--- config.mk ---
export PLATFORM = sky130hd
export DESIGN_NAME = hw_ctl_seq
export DESIGN_NICKNAME = d
export VERILOG_FILES = /design/src/rtl/seq_pkg.sv /design/src/rtl/seq_tick_gen.sv /design/src/rtl/seq_op_decode.sv /design/src/rtl/seq_uop_matrix.sv /design/src/rtl/hw_ctl_seq.sv
export SDC_FILE = /design/constraint.sdc
export NUM_CORES = 1
export LEC_CHECK = 0
export BUFFER_PORTS_ARGS = -buffer_cell sky130_fd_sc_hd__buf_2
export CAP_MARGIN = 40
export CORE_UTILIZATION = 40
export CTS_BUF_LIST = sky130_fd_sc_hd__clkbuf_8
export CTS_CLUSTER_SIZE = 25
export DETAILED_ROUTE_END_ITERATION = 10
export PLACE_DENSITY = 0.73
export SETUP_SLACK_MARGIN = 0.4
export SYNTH_ARGS = -nofsm -noshare
export SYNTH_HDL_FRONTEND = slang
export SYNTH_HIERARCHICAL = 1
export SYNTH_SLANG_ARGS = --single-unit
--- constraint.sdc ---
create_clock -name clk -period 4.7 [get_ports clk]
set_input_delay 0.94 -clock clk [delete_from_list [all_inputs] [get_ports clk]]
set_output_delay 0.94 -clock clk [all_outputs]
set_load 0.01 [all_outputs]
--- src/rtl/seq_pkg.sv ---
// Package: shared encodings for the hardwired control sequencer.
// Assumes a 4-bit opcode and at most eight bus units.
package seq_pkg;
    localparam int OPC_W     = 4;
    localparam int UNIT_W    = 3;
    localparam int SEQ_TICKS = 8;

    typedef enum logic [UNIT_W-1:0] {
        UNIT_MEM = 3'd0,
        UNIT_MAR = 3'd1,
        UNIT_PC  = 3'd2,
        UNIT_MBR = 3'd3,
        UNIT_AC  = 3'd4,
        UNIT_IR  = 3'd5
    } unit_e;

    typedef enum logic [1:0] {
        ALU_NONE = 2'd0,
        ALU_PASS = 2'd1,
        ALU_ADD  = 2'd2,
        ALU_ZERO = 2'd3
    } alu_e;

    localparam logic [OPC_W-1:0] OPC_LOAD   = 4'h1;
    localparam logic [OPC_W-1:0] OPC_ADD    = 4'h3;
    localparam logic [OPC_W-1:0] OPC_CLEAR  = 4'hA;
    localparam logic [OPC_W-1:0] OPC_LOADI  = 4'hD;
    localparam logic [OPC_W-1:0] OPC_STOREI = 4'hE;

    typedef struct packed {
        logic is_load;
        logic is_add;
        logic is_clear;
        logic is_loadi;
        logic is_storei;
        logic is_other;
    } dec_t;

    typedef struct packed {
        unit_e rd;
        unit_e wr;
        logic  wr_en;
        logic  mem_rd;
        logic  mem_wr;
        logic  pc_inc;
        alu_e  alu;
        logic  ac_we;
    } uop_t;

    localparam uop_t UOP_IDLE = '{rd: UNIT_MEM, wr: UNIT_MEM, wr_en: 1'b0,
                                  mem_rd: 1'b0, mem_wr: 1'b0, pc_inc: 1'b0,
                                  alu: ALU_NONE, ac_we: 1'b0};

    // Build a plain register-to-register bus transfer.
    function automatic uop_t mk_xfer(unit_e src, unit_e dst);
        uop_t u;
        u       = UOP_IDLE;
        u.rd    = src;
        u.wr    = dst;
        u.wr_en = 1'b1;
        return u;
    endfunction

    // Build a memory read into the buffer register.
    function automatic uop_t mk_mem_read();
        uop_t u;
        u        = mk_xfer(UNIT_MEM, UNIT_MBR);
        u.mem_rd = 1'b1;
        return u;
    endfunction

    // Build a memory write from the buffer register.
    function automatic uop_t mk_mem_write();
        uop_t u;
        u        = mk_xfer(UNIT_MBR, UNIT_MEM);
        u.mem_wr = 1'b1;
        return u;
    endfunction

    // Build an accumulator update with the buffer register as operand.
    function automatic uop_t mk_acc(alu_e fn, unit_e src);
        uop_t u;
        u       = UOP_IDLE;
        u.rd    = src;
        u.alu   = fn;
        u.ac_we = 1'b1;
        return u;
    endfunction
endpackage

--- src/rtl/seq_tick_gen.sv ---
// Module: tick generator. Counts clock ticks within one instruction and
// presents them as one-hot timing lines. Assumes restart is asserted no
// later than the last tick; the count holds at the last tick otherwise.
module seq_tick_gen #(
    parameter int NUM_TICKS = 8
) (
    input  logic                 clk,
    input  logic                 rst_n,
    input  logic                 restart,
    output logic [NUM_TICKS-1:0] tick_oh
);
    localparam int CNT_W = (NUM_TICKS > 1) ? $clog2(NUM_TICKS) : 1;
    localparam logic [CNT_W-1:0] CNT_LAST = CNT_W'(NUM_TICKS - 1);

    logic [CNT_W-1:0] cnt_q;

    // Advance the tick count, or return to zero on restart or reset.
    always_ff @(posedge clk) begin
        if (!rst_n)
            cnt_q <= '0;
        else if (restart)
            cnt_q <= '0;
        else if (cnt_q != CNT_LAST)
            cnt_q <= cnt_q + 1'b1;
    end

    // Decode the count into one timing line per tick.
    for (genvar g = 0; g < NUM_TICKS; g++) begin : g_tick
        assign tick_oh[g] = (cnt_q == CNT_W'(g));
    end

    assert_one_tick_R2: assert property (@(posedge clk) disable iff (!rst_n)
        $countones(tick_oh) == 1);
    assert_restart_to_zero_R9: assert property (@(posedge clk) disable iff (!rst_n)
        restart |=> tick_oh[0]);
    assert_tick_advance_R2: assert property (@(posedge clk) disable iff (!rst_n)
        (!restart && !tick_oh[NUM_TICKS-1]) |=> tick_oh == ($past(tick_oh) << 1));
    assert_last_tick_ends_R8: assert property (@(posedge clk) disable iff (!rst_n)
        tick_oh[NUM_TICKS-1] |-> restart);
endmodule

--- src/rtl/seq_op_decode.sv ---
// Module: opcode decoder. Turns the opcode field into one decoded line per
// supported instruction plus a catch-all line for unknown opcodes.
// Assumes the opcode is stable from the tick after fetch completes.
module seq_op_decode
    import seq_pkg::*;
(
    input  logic             clk,
    input  logic             rst_n,
    input  logic [OPC_W-1:0] opcode,
    output dec_t             dec
);
    // Compare the opcode against each supported encoding.
    always_comb begin
        dec           = '0;
        dec.is_load   = (opcode == OPC_LOAD);
        dec.is_add    = (opcode == OPC_ADD);
        dec.is_clear  = (opcode == OPC_CLEAR);
        dec.is_loadi  = (opcode == OPC_LOADI);
        dec.is_storei = (opcode == OPC_STOREI);
        dec.is_other  = !(dec.is_load || dec.is_add || dec.is_clear ||
                          dec.is_loadi || dec.is_storei);
    end

    assert_one_decode_R8: assert property (@(posedge clk) disable iff (!rst_n)
        $countones(dec) == 1);
endmodule

--- src/rtl/seq_uop_matrix.sv ---
// Module: micro-operation matrix. ANDs each timing line with the decoded
// instruction lines to form that tick's control word, and flags the last
// tick of the instruction. Assumes exactly one timing line is active.
module seq_uop_matrix
    import seq_pkg::*;
#(
    parameter int NUM_TICKS = SEQ_TICKS
) (
    input  logic                 clk,
    input  logic                 rst_n,
    input  logic [NUM_TICKS-1:0] tick_oh,
    input  dec_t                 dec,
    output uop_t                 uop,
    output logic                 last
);
    logic mem_op;
    logic indirect;

    // Group the decoded lines that share execution steps.
    always_comb begin
        mem_op   = dec.is_load || dec.is_add || dec.is_loadi || dec.is_storei;
        indirect = dec.is_loadi || dec.is_storei;
    end

    // Select the control word for the active tick and decoded instruction.
    always_comb begin
        uop  = UOP_IDLE;
        last = 1'b0;
        if (tick_oh[0]) begin
            uop = mk_xfer(UNIT_PC, UNIT_MAR);
        end
        if (tick_oh[1]) begin
            uop = mk_mem_read();
        end
        if (tick_oh[2]) begin
            uop        = mk_xfer(UNIT_MBR, UNIT_IR);
            uop.pc_inc = 1'b1;
        end
        if (tick_oh[3]) begin
            if (mem_op) begin
                uop = mk_xfer(UNIT_IR, UNIT_MAR);
            end
            if (dec.is_clear) begin
                uop       = UOP_IDLE;
                uop.alu   = ALU_ZERO;
                uop.ac_we = 1'b1;
                last      = 1'b1;
            end
            if (dec.is_other) begin
                last = 1'b1;
            end
        end
        if (tick_oh[4] && mem_op) begin
            uop = mk_mem_read();
        end
        if (tick_oh[5]) begin
            if (dec.is_load) begin
                uop  = mk_acc(ALU_PASS, UNIT_MBR);
                last = 1'b1;
            end
            if (dec.is_add) begin
                uop  = mk_acc(ALU_ADD, UNIT_MBR);
                last = 1'b1;
            end
            if (indirect) begin
                uop = mk_xfer(UNIT_MBR, UNIT_MAR);
            end
        end
        if (tick_oh[6]) begin
            if (dec.is_loadi) begin
                uop = mk_mem_read();
            end
            if (dec.is_storei) begin
                uop = mk_xfer(UNIT_AC, UNIT_MBR);
            end
        end
        if (tick_oh[7]) begin
            if (dec.is_loadi) begin
                uop = mk_acc(ALU_PASS, UNIT_MBR);
            end
            if (dec.is_storei) begin
                uop = mk_mem_write();
            end
            last = 1'b1;
        end
    end

    assert_rd_strobe_path_R10: assert property (@(posedge clk) disable iff (!rst_n)
        uop.mem_rd |-> (uop.rd == UNIT_MEM && uop.wr == UNIT_MBR && uop.wr_en));
    assert_wr_strobe_path_R10: assert property (@(posedge clk) disable iff (!rst_n)
        uop.mem_wr |-> (uop.rd == UNIT_MBR && uop.wr == UNIT_MEM && uop.wr_en));
    assert_no_rdwr_R10: assert property (@(posedge clk) disable iff (!rst_n)
        !(uop.mem_rd && uop.mem_wr));
    assert_acc_we_alu_R11: assert property (@(posedge clk) disable iff (!rst_n)
        uop.ac_we == (uop.alu != ALU_NONE));
    assert_indirect_hop_R5: assert property (@(posedge clk) disable iff (!rst_n)
        (tick_oh[5] && indirect) |=> uop.mem_rd || (uop.rd == UNIT_AC && uop.wr == UNIT_MBR));
endmodule

--- src/rtl/hw_ctl_seq.sv ---
// Module: top of the hardwired control sequencer. Connects the tick
// generator, opcode decoder and micro-operation matrix, and breaks the
// control word out onto plain ports. Assumes the datapath loads the
// instruction register from the bus at fetch tick 2.
module hw_ctl_seq
    import seq_pkg::*;
#(
    parameter int NUM_TICKS = SEQ_TICKS
) (
    input  logic              clk,
    input  logic              rst_n,
    input  logic [OPC_W-1:0]  ir_opcode,
    output logic [UNIT_W-1:0] bus_rd_sel,
    output logic [UNIT_W-1:0] bus_wr_sel,
    output logic              bus_wr_en,
    output logic              mem_rd,
    output logic              mem_wr,
    output logic              pc_inc,
    output logic [1:0]        alu_fn,
    output logic              ac_we
);
    logic [NUM_TICKS-1:0] tick_oh;
    dec_t                 dec;
    uop_t                 uop;
    logic                 last;

    seq_tick_gen #(.NUM_TICKS(NUM_TICKS)) tick_i (
        .clk     (clk),
        .rst_n   (rst_n),
        .restart (last),
        .tick_oh (tick_oh)
    );

    seq_op_decode dec_i (
        .clk    (clk),
        .rst_n  (rst_n),
        .opcode (ir_opcode),
        .dec    (dec)
    );

    seq_uop_matrix #(.NUM_TICKS(NUM_TICKS)) mtx_i (
        .clk     (clk),
        .rst_n   (rst_n),
        .tick_oh (tick_oh),
        .dec     (dec),
        .uop     (uop),
        .last    (last)
    );

    // Break the control word out onto the port list.
    always_comb begin
        bus_rd_sel = uop.rd;
        bus_wr_sel = uop.wr;
        bus_wr_en  = uop.wr_en;
        mem_rd     = uop.mem_rd;
        mem_wr     = uop.mem_wr;
        pc_inc     = uop.pc_inc;
        alu_fn     = uop.alu;
        ac_we      = uop.ac_we;
    end

    assert_clear_one_step_R7: assert property (@(posedge clk) disable iff (!rst_n)
        (alu_fn == 2'd3) |=> (bus_rd_sel == 3'd2 && bus_wr_sel == 3'd1 && bus_wr_en));
    assert_fetch_then_exec_R2: assert property (@(posedge clk) disable iff (!rst_n)
        pc_inc |=> !pc_inc && !mem_rd && !mem_wr);
    assert_store_then_fetch_R6: assert property (@(posedge clk) disable iff (!rst_n)
        mem_wr |=> (bus_rd_sel == 3'd2 && bus_wr_sel == 3'd1));
    assert_idle_codes_R1: assert property (@(posedge clk) disable iff (!rst_n)
        !bus_wr_en |-> (bus_wr_sel == 3'd0 && !mem_rd && !mem_wr));
endmodule

==> results of run 1 <==
-- layout by cell type, fill, tap and decap left out, types with 2 or more instances in the layout --
| master | Yosys | routed |
|---|---|---|
| buf_2 | 2 | 18 |
| o21ai_0 | 12 | 12 |
| nor2_1 | 9 | 9 |
| nand2_1 | 8 | 8 |
| ha_1 | 7 | 7 |
| inv_1 | 5 | 6 |
| nor3_1 | 5 | 5 |
| a21oi_1 | 5 | 5 |
| nand2b_1 | 4 | 4 |
| nor2b_1 | 4 | 4 |
| clkbuf_8 | 0 | 3 |
| and2_1 | 3 | 3 |
| and2_2 | 3 | 3 |
| dfxtp_1 | 3 | 3 |
| o2bb2ai_1 | 2 | 2 |
| a211oi_1 | 2 | 2 |
| nand3b_1 | 2 | 2 |
| mux2i_1 | 2 | 2 |
-- routing by layer --
metal / wire length [um] / track usage (%) / vias to the layer above
li1: - / - / 424
met3: 93 / 2.38 / 2
met2: 920 / 36.0 / 39
met5: 0 / 0 / -
met4: 23 / 13.3 / 0
met1: 751 / 22.3 / 374
-- critical path: stages --
cell,delay [ns]
buf_2,0.13
nand2_1,0.07
nor3_1,0.67
o41ai_1,0.27
nor4_1,0.35
mux2i_1,0.14
o2bb2ai_1,0.16
buf_2,0.14
-- cell type report --
type / count / area (sq um)
Fill cell: 182 / 848
Multi-Input combinational cell: 92 / 648
Timing Repair Buffer: 18 / 90.1
Sequential cell: 3 / 60.1
Clock buffer: 3 / 41.3
Tap cell: 25 / 31.3
Inverter: 6 / 22.5
Clock inverter: 1 / 3.75
-- per-stage QoR --
stage               instance area (sq um)  total power, mW  util [%]  std cells
floorplan                             756            0.105         -        106
global placement                      852            0.131      48.8        144
detailed placement                    852            0.133      48.8        144
CTS                                   897            0.210      51.4        148
global route                          897            0.227      51.4        148
finish                                897            0.207      51.4        148
-- where the power goes --
group	internal, mW	total (mW)	leakage, nW	switching (mW)
sequential	0.0290	0.0334	0.0248	0.00440
clock	0.0557	0.0736	0.0269	0.0179
combinational	0.0448	0.0998	0.341	0.0551
-- cells by family (layout without fill, tap and decap cells) --
kind of cell               count (synthesis)  after routing  synth area share [%]
and+or+nand+nor                           47             47                  37.1
AOI/OAI and AO/OA                         35             35                  33.3
buffers and inverters                     11             28                  6.29
adders and majority gates                  7              7                  11.6
DFF                                        3              3                  7.95
muxes                                      2              2                  2.65
xor gates and xnor gates                   1              1                  1.16
-- path summary, 6_finish.rpt --
check	from	to	slack [ns]	depth (start not counted)
worst max-delay path	ir_opcode[0]	bus_rd_sel[2]	0.88	8
worst min-delay path	tick_i/cnt_q[1]	tick_i/cnt_q[1]	0.57	2
worst max register to register	tick_i/cnt_q[1]	tick_i/cnt_q[2]	3.04	7
worst min register to register	tick_i/cnt_q[1]	tick_i/cnt_q[1]	0.57	2
==> metrics.cfg, run 1 <==
[synth]
synth_top_cell_by_area = ha_1
synth_area_leaders = ha_1 (12%), dfxtp_1 (7.9%), o21ai_0 (7.9%)
yosys_warnings = 6
synth_seq_cells = 3
ys_seq_area_share_pct = 7.95
syn_avg_cell_area_sq_um = 7.13
syn_area_sq_um = 756
netlist_top_cells_count = o21ai_0 (12), nor2_1 (9), nand2_1 (8)
ys.flop_type = dfxtp_1
synth_edf_count = 0
syn_nets = 119
async_reset_ff_share_pct = 0
synth_top_area_share_pct = 11.6
syn_inst = 106
synth.distinct_cells = 44
yosysMostFrequentCell = o21ai_0

[die]
initial_utilization_pct = 43.3
die_w_um = 45.5
ios = 19
die_area_sq_um = 2070
die_h_um = 45.5
core_sq_um = 1750
std_cell_rows = 15

[sta]
relSlewSlack_pct = 41.4
worst_slack_ns = 0.882
skew_ns = 0.00246
timing.final.crit_share_pct = 81.2
clock.fmax_mhz = 262
hold_ws_ns = 0.567
hold_viol_final = 0
report.final.setup_viol = 0
fin_crit_ns = 3.82
drv_slew = 0
worstMarginPinSlew_ns = 0.872
tns_ns = 0
rsz0062_at_grt = false

[final_layout]
top_regs = tick_i/cnt_q (3)
regMostFlops = tick_i/cnt_q
drive_gt1_share_pct = 27.6
area_growth_pct = 18.7
nets = 137
diodes = 0
largest_reg_flops = 3

[global_routing]
grt_antenna_before_repair = 0
grt_pass1_vias = 719
grt_max_degree = 13
grt_overflow_total = 0
grt.total_usage_pct = 20.3
grt_pass1_wl_um = 3040

[route]
wl_per_cell_um = 12.1
ant_nets = 0
wl_um = 1790
drtPass1Iterations = 4
viasPerCell = 5.67
vias = 839
route.detailed.drc = 0
drtIter0Drc = 22

[pwr]
ir_drop_mv = 0.171
power.density_nw_per_um2 = 231
leakage_nw = 0.392

[place]
dp_hpwl_um = 1380
place_congestion = 0.922
pre_cts_slack_ns = 0.965
io_buffers = 18

[clock_network]
cts_setup_buffers = 0
insertion_delay_ns = 0.22
root_buffer = clkbuf_8
ctsHoldBuffers = 0
cts_buffers = 3
clkSinkCount = 3
cts_max_level = 1
cts_tree = done
path_clk_slew_ns = 0.03
cts_resized = 0
clockBufferDepth = 2

[worst_setup_path]
critPathLaunchType = primary input
worst_ep_arrival_time_ns = 2.88
worstSetupEndpointType = primary output
worst-endpoint-required_ns = 3.76
crit_fanout = 8
critPathKind = in -> out

[flow_run]
drv_cap = 0

[hold_path]
hold_class = reg -> reg

[status]
status = finished, final reports clean

Power figures use the tool's default switching activity.
==> run 2: changes to the inputs <==
==> constraint.sdc (replaced) <==
create_clock -name clk -period 3.8 [get_ports clk]
set_input_delay 0.76 -clock clk [delete_from_list [all_inputs] [get_ports clk]]
set_output_delay 0.76 -clock clk [all_outputs]
set_load 0.01 [all_outputs]
==> metrics.cfg, run 2 (synthesized netlist as in run 1, its figures left out) <==
[status]
status = finished, final reports clean

[global_routing]
grt.total_usage_pct = 19.2  ; -1.1 points
grt_pass1_vias = 720  ; +0.14%
grt_overflow_total = 0  ; unchanged
grt_max_degree = 13  ; unchanged
grt_antenna_before_repair = 0  ; unchanged
grt_pass1_wl_um = 2930  ; -3.7%

[worst_setup_path]
worstSetupEndpointType = primary output
worst-endpoint-required_ns = 3.04  ; -0.72 ns
crit_fanout = 7  ; -1
worst_ep_arrival_time_ns = 2.41  ; -0.47 ns
path_cells = buf_2 > nand2b_1 > nor3_2 > o41ai_2 > o21ai_0 > nor4b_1 > a211oi_1 > buf_2
critPathTopFamily = compound AO/OA/AOI/OAI gates
critPathLaunchType = primary input
slowest_delay_ns = 0.48  ; -0.19 ns
critPathKind = in -> out
cp_slowest_cell = o41ai_2
crit_top_cell = buf_2
path_buf_inv = 2  ; unchanged

[die]
core_sq_um = 1750  ; unchanged
initial_utilization_pct = 43.3  ; unchanged
die_h_um = 45.5  ; unchanged
die_w_um = 45.5  ; unchanged
die_area_sq_um = 2070  ; unchanged
ios = 19  ; unchanged
std_cell_rows = 15  ; unchanged

[clock_network]
cts_max_level = 1  ; unchanged
path_clk_slew_ns = 0.03  ; about the same
root_buffer = clkbuf_8
cts_tree = done
clockBufferDepth = 2  ; unchanged
cts_buffers = 3  ; unchanged
cts_resized = 0  ; unchanged
clkSinkCount = 3  ; unchanged
cts_setup_buffers = 0  ; unchanged
insertion_delay_ns = 0.21  ; about the same
ctsHoldBuffers = 0  ; unchanged

[place]
io_buffers = 18  ; unchanged
placed_cell_area_sq_um = 860  ; +0.88%
dp_hpwl_um = 1370  ; -0.53%
place_congestion = 0.927  ; +0.49%
pre_cts_slack_ns = 0.452  ; -0.513 ns

[final_layout]
largest_reg_flops = 3  ; unchanged
regMostFlops = tick_i/cnt_q
final_common_cell = buf_2
area_growth_pct = 22.4
drive_gt1_share_pct = 31.5  ; +3.8 points
final_cell_mix = buf_2 (18), o21ai_0 (12), nand2_1 (8), nor2_1 (8), ha_1 (7)
final_util_pct = 53.0  ; +1.6 points
nets = 138  ; +0.73%
top_regs = tick_i/cnt_q (3)
stdcell_area_sq_um = 925  ; +3.1%
diodes = 0  ; unchanged

[hold_path]
hold_class = reg -> reg

[sta]
drv_slew = 0  ; unchanged
report.final.setup_viol = 0  ; unchanged
worst_slack_ns = 0.632  ; -0.250 ns
worstMarginPinSlew_ns = 0.484  ; -0.388 ns
rsz0062_at_grt = false
tns_ns = 0  ; unchanged
hold_ws_ns = 0.558  ; -0.00897 ns
timing.final.crit_share_pct = 83.4
fin_crit_ns = 3.17
relSlewSlack_pct = 67.5  ; +26 points
clock.fmax_mhz = 316
hold_viol_final = 0  ; unchanged
skew_ns = 0.000755  ; -0.00171 ns

[pwr]
power.density_nw_per_um2 = 277  ; +20%
leakage_nw = 0.407  ; +3.8%
ir_drop_mv = 0.203  ; +19%

[route]
wl_um = 1760  ; -1.8%
drtPass1Iterations = 5  ; +1
wl_per_cell_um = 11.8  ; -2.5%
ant_nets = 0  ; unchanged
viasPerCell = 5.66  ; about the same
vias = 844  ; +0.60%
drtIter0Drc = 31  ; +41%
route.detailed.drc = 0  ; unchanged

[flow_run]
drv_cap = 0  ; unchanged

[run 2: cell count changes in the layout (fill, tap and decap cells not counted), sizes merged]
cell,previous run,this run
buf,18,19
[run 2: final timing paths]
check | start | endpoint | slack, ns | cells after the start
worst max-delay path | ir_opcode[1] | bus_wr_en | 0.63 | 8
worst min-delay path | tick_i/cnt_q[1] | tick_i/cnt_q[1] | 0.56 | 2
worst max register to register | tick_i/cnt_q[1] | tick_i/cnt_q[2] | 2.15 | 7
worst min register to register | tick_i/cnt_q[1] | tick_i/cnt_q[1] | 0.56 | 2
[run 2: layout make-up]
| type | instances | area [sq um] |
|---|---|---|
| Sequential cell | 3 | 60.1 |
| Timing Repair Buffer | 19 | 97.6 |
| Inverter | 6 | 22.5 |
| Multi-Input combinational cell | 92 | 668 |
| Clock inverter | 1 | 3.75 |
| Fill cell | 175 | 821 |
| Tap cell | 25 | 31.3 |
| Clock buffer | 3 | 41.3 |
[run 2: where the power goes]
part / switching (mW) / internal, mW / total, mW
logic: 0.0697 / 0.0560 / 0.126
clock network: 0.0208 / 0.0687 / 0.0895
registers: 0.00546 / 0.0359 / 0.0413
[run 2: worst min-delay path, stage by stage, from the launching register on]
cell and delay, ns:
dfxtp_1 0.36, mux2i_1 0.09, nor2_1 0.07
[run 2: metal layers]
layer | track usage (%) | part of all wire (%) | vias to the layer above
li1 | - | - | 427
met1 | 22.6 | 43 | 369
met2 | 30.9 | 49 | 43
met3 | 3.17 | 6.9 | 5
met4 | 14.5 | 1.2 | 0
met5 | 0 | 0 | -
[run 2: stage by stage]
stage | power [mW] | std cells
after floorplan | 0.130 | 106
after global placement | 0.162 | 145
after detailed placement | 0.165 | 145
after CTS | 0.259 | 149
after global routing | 0.281 | 149
final | 0.257 | 149
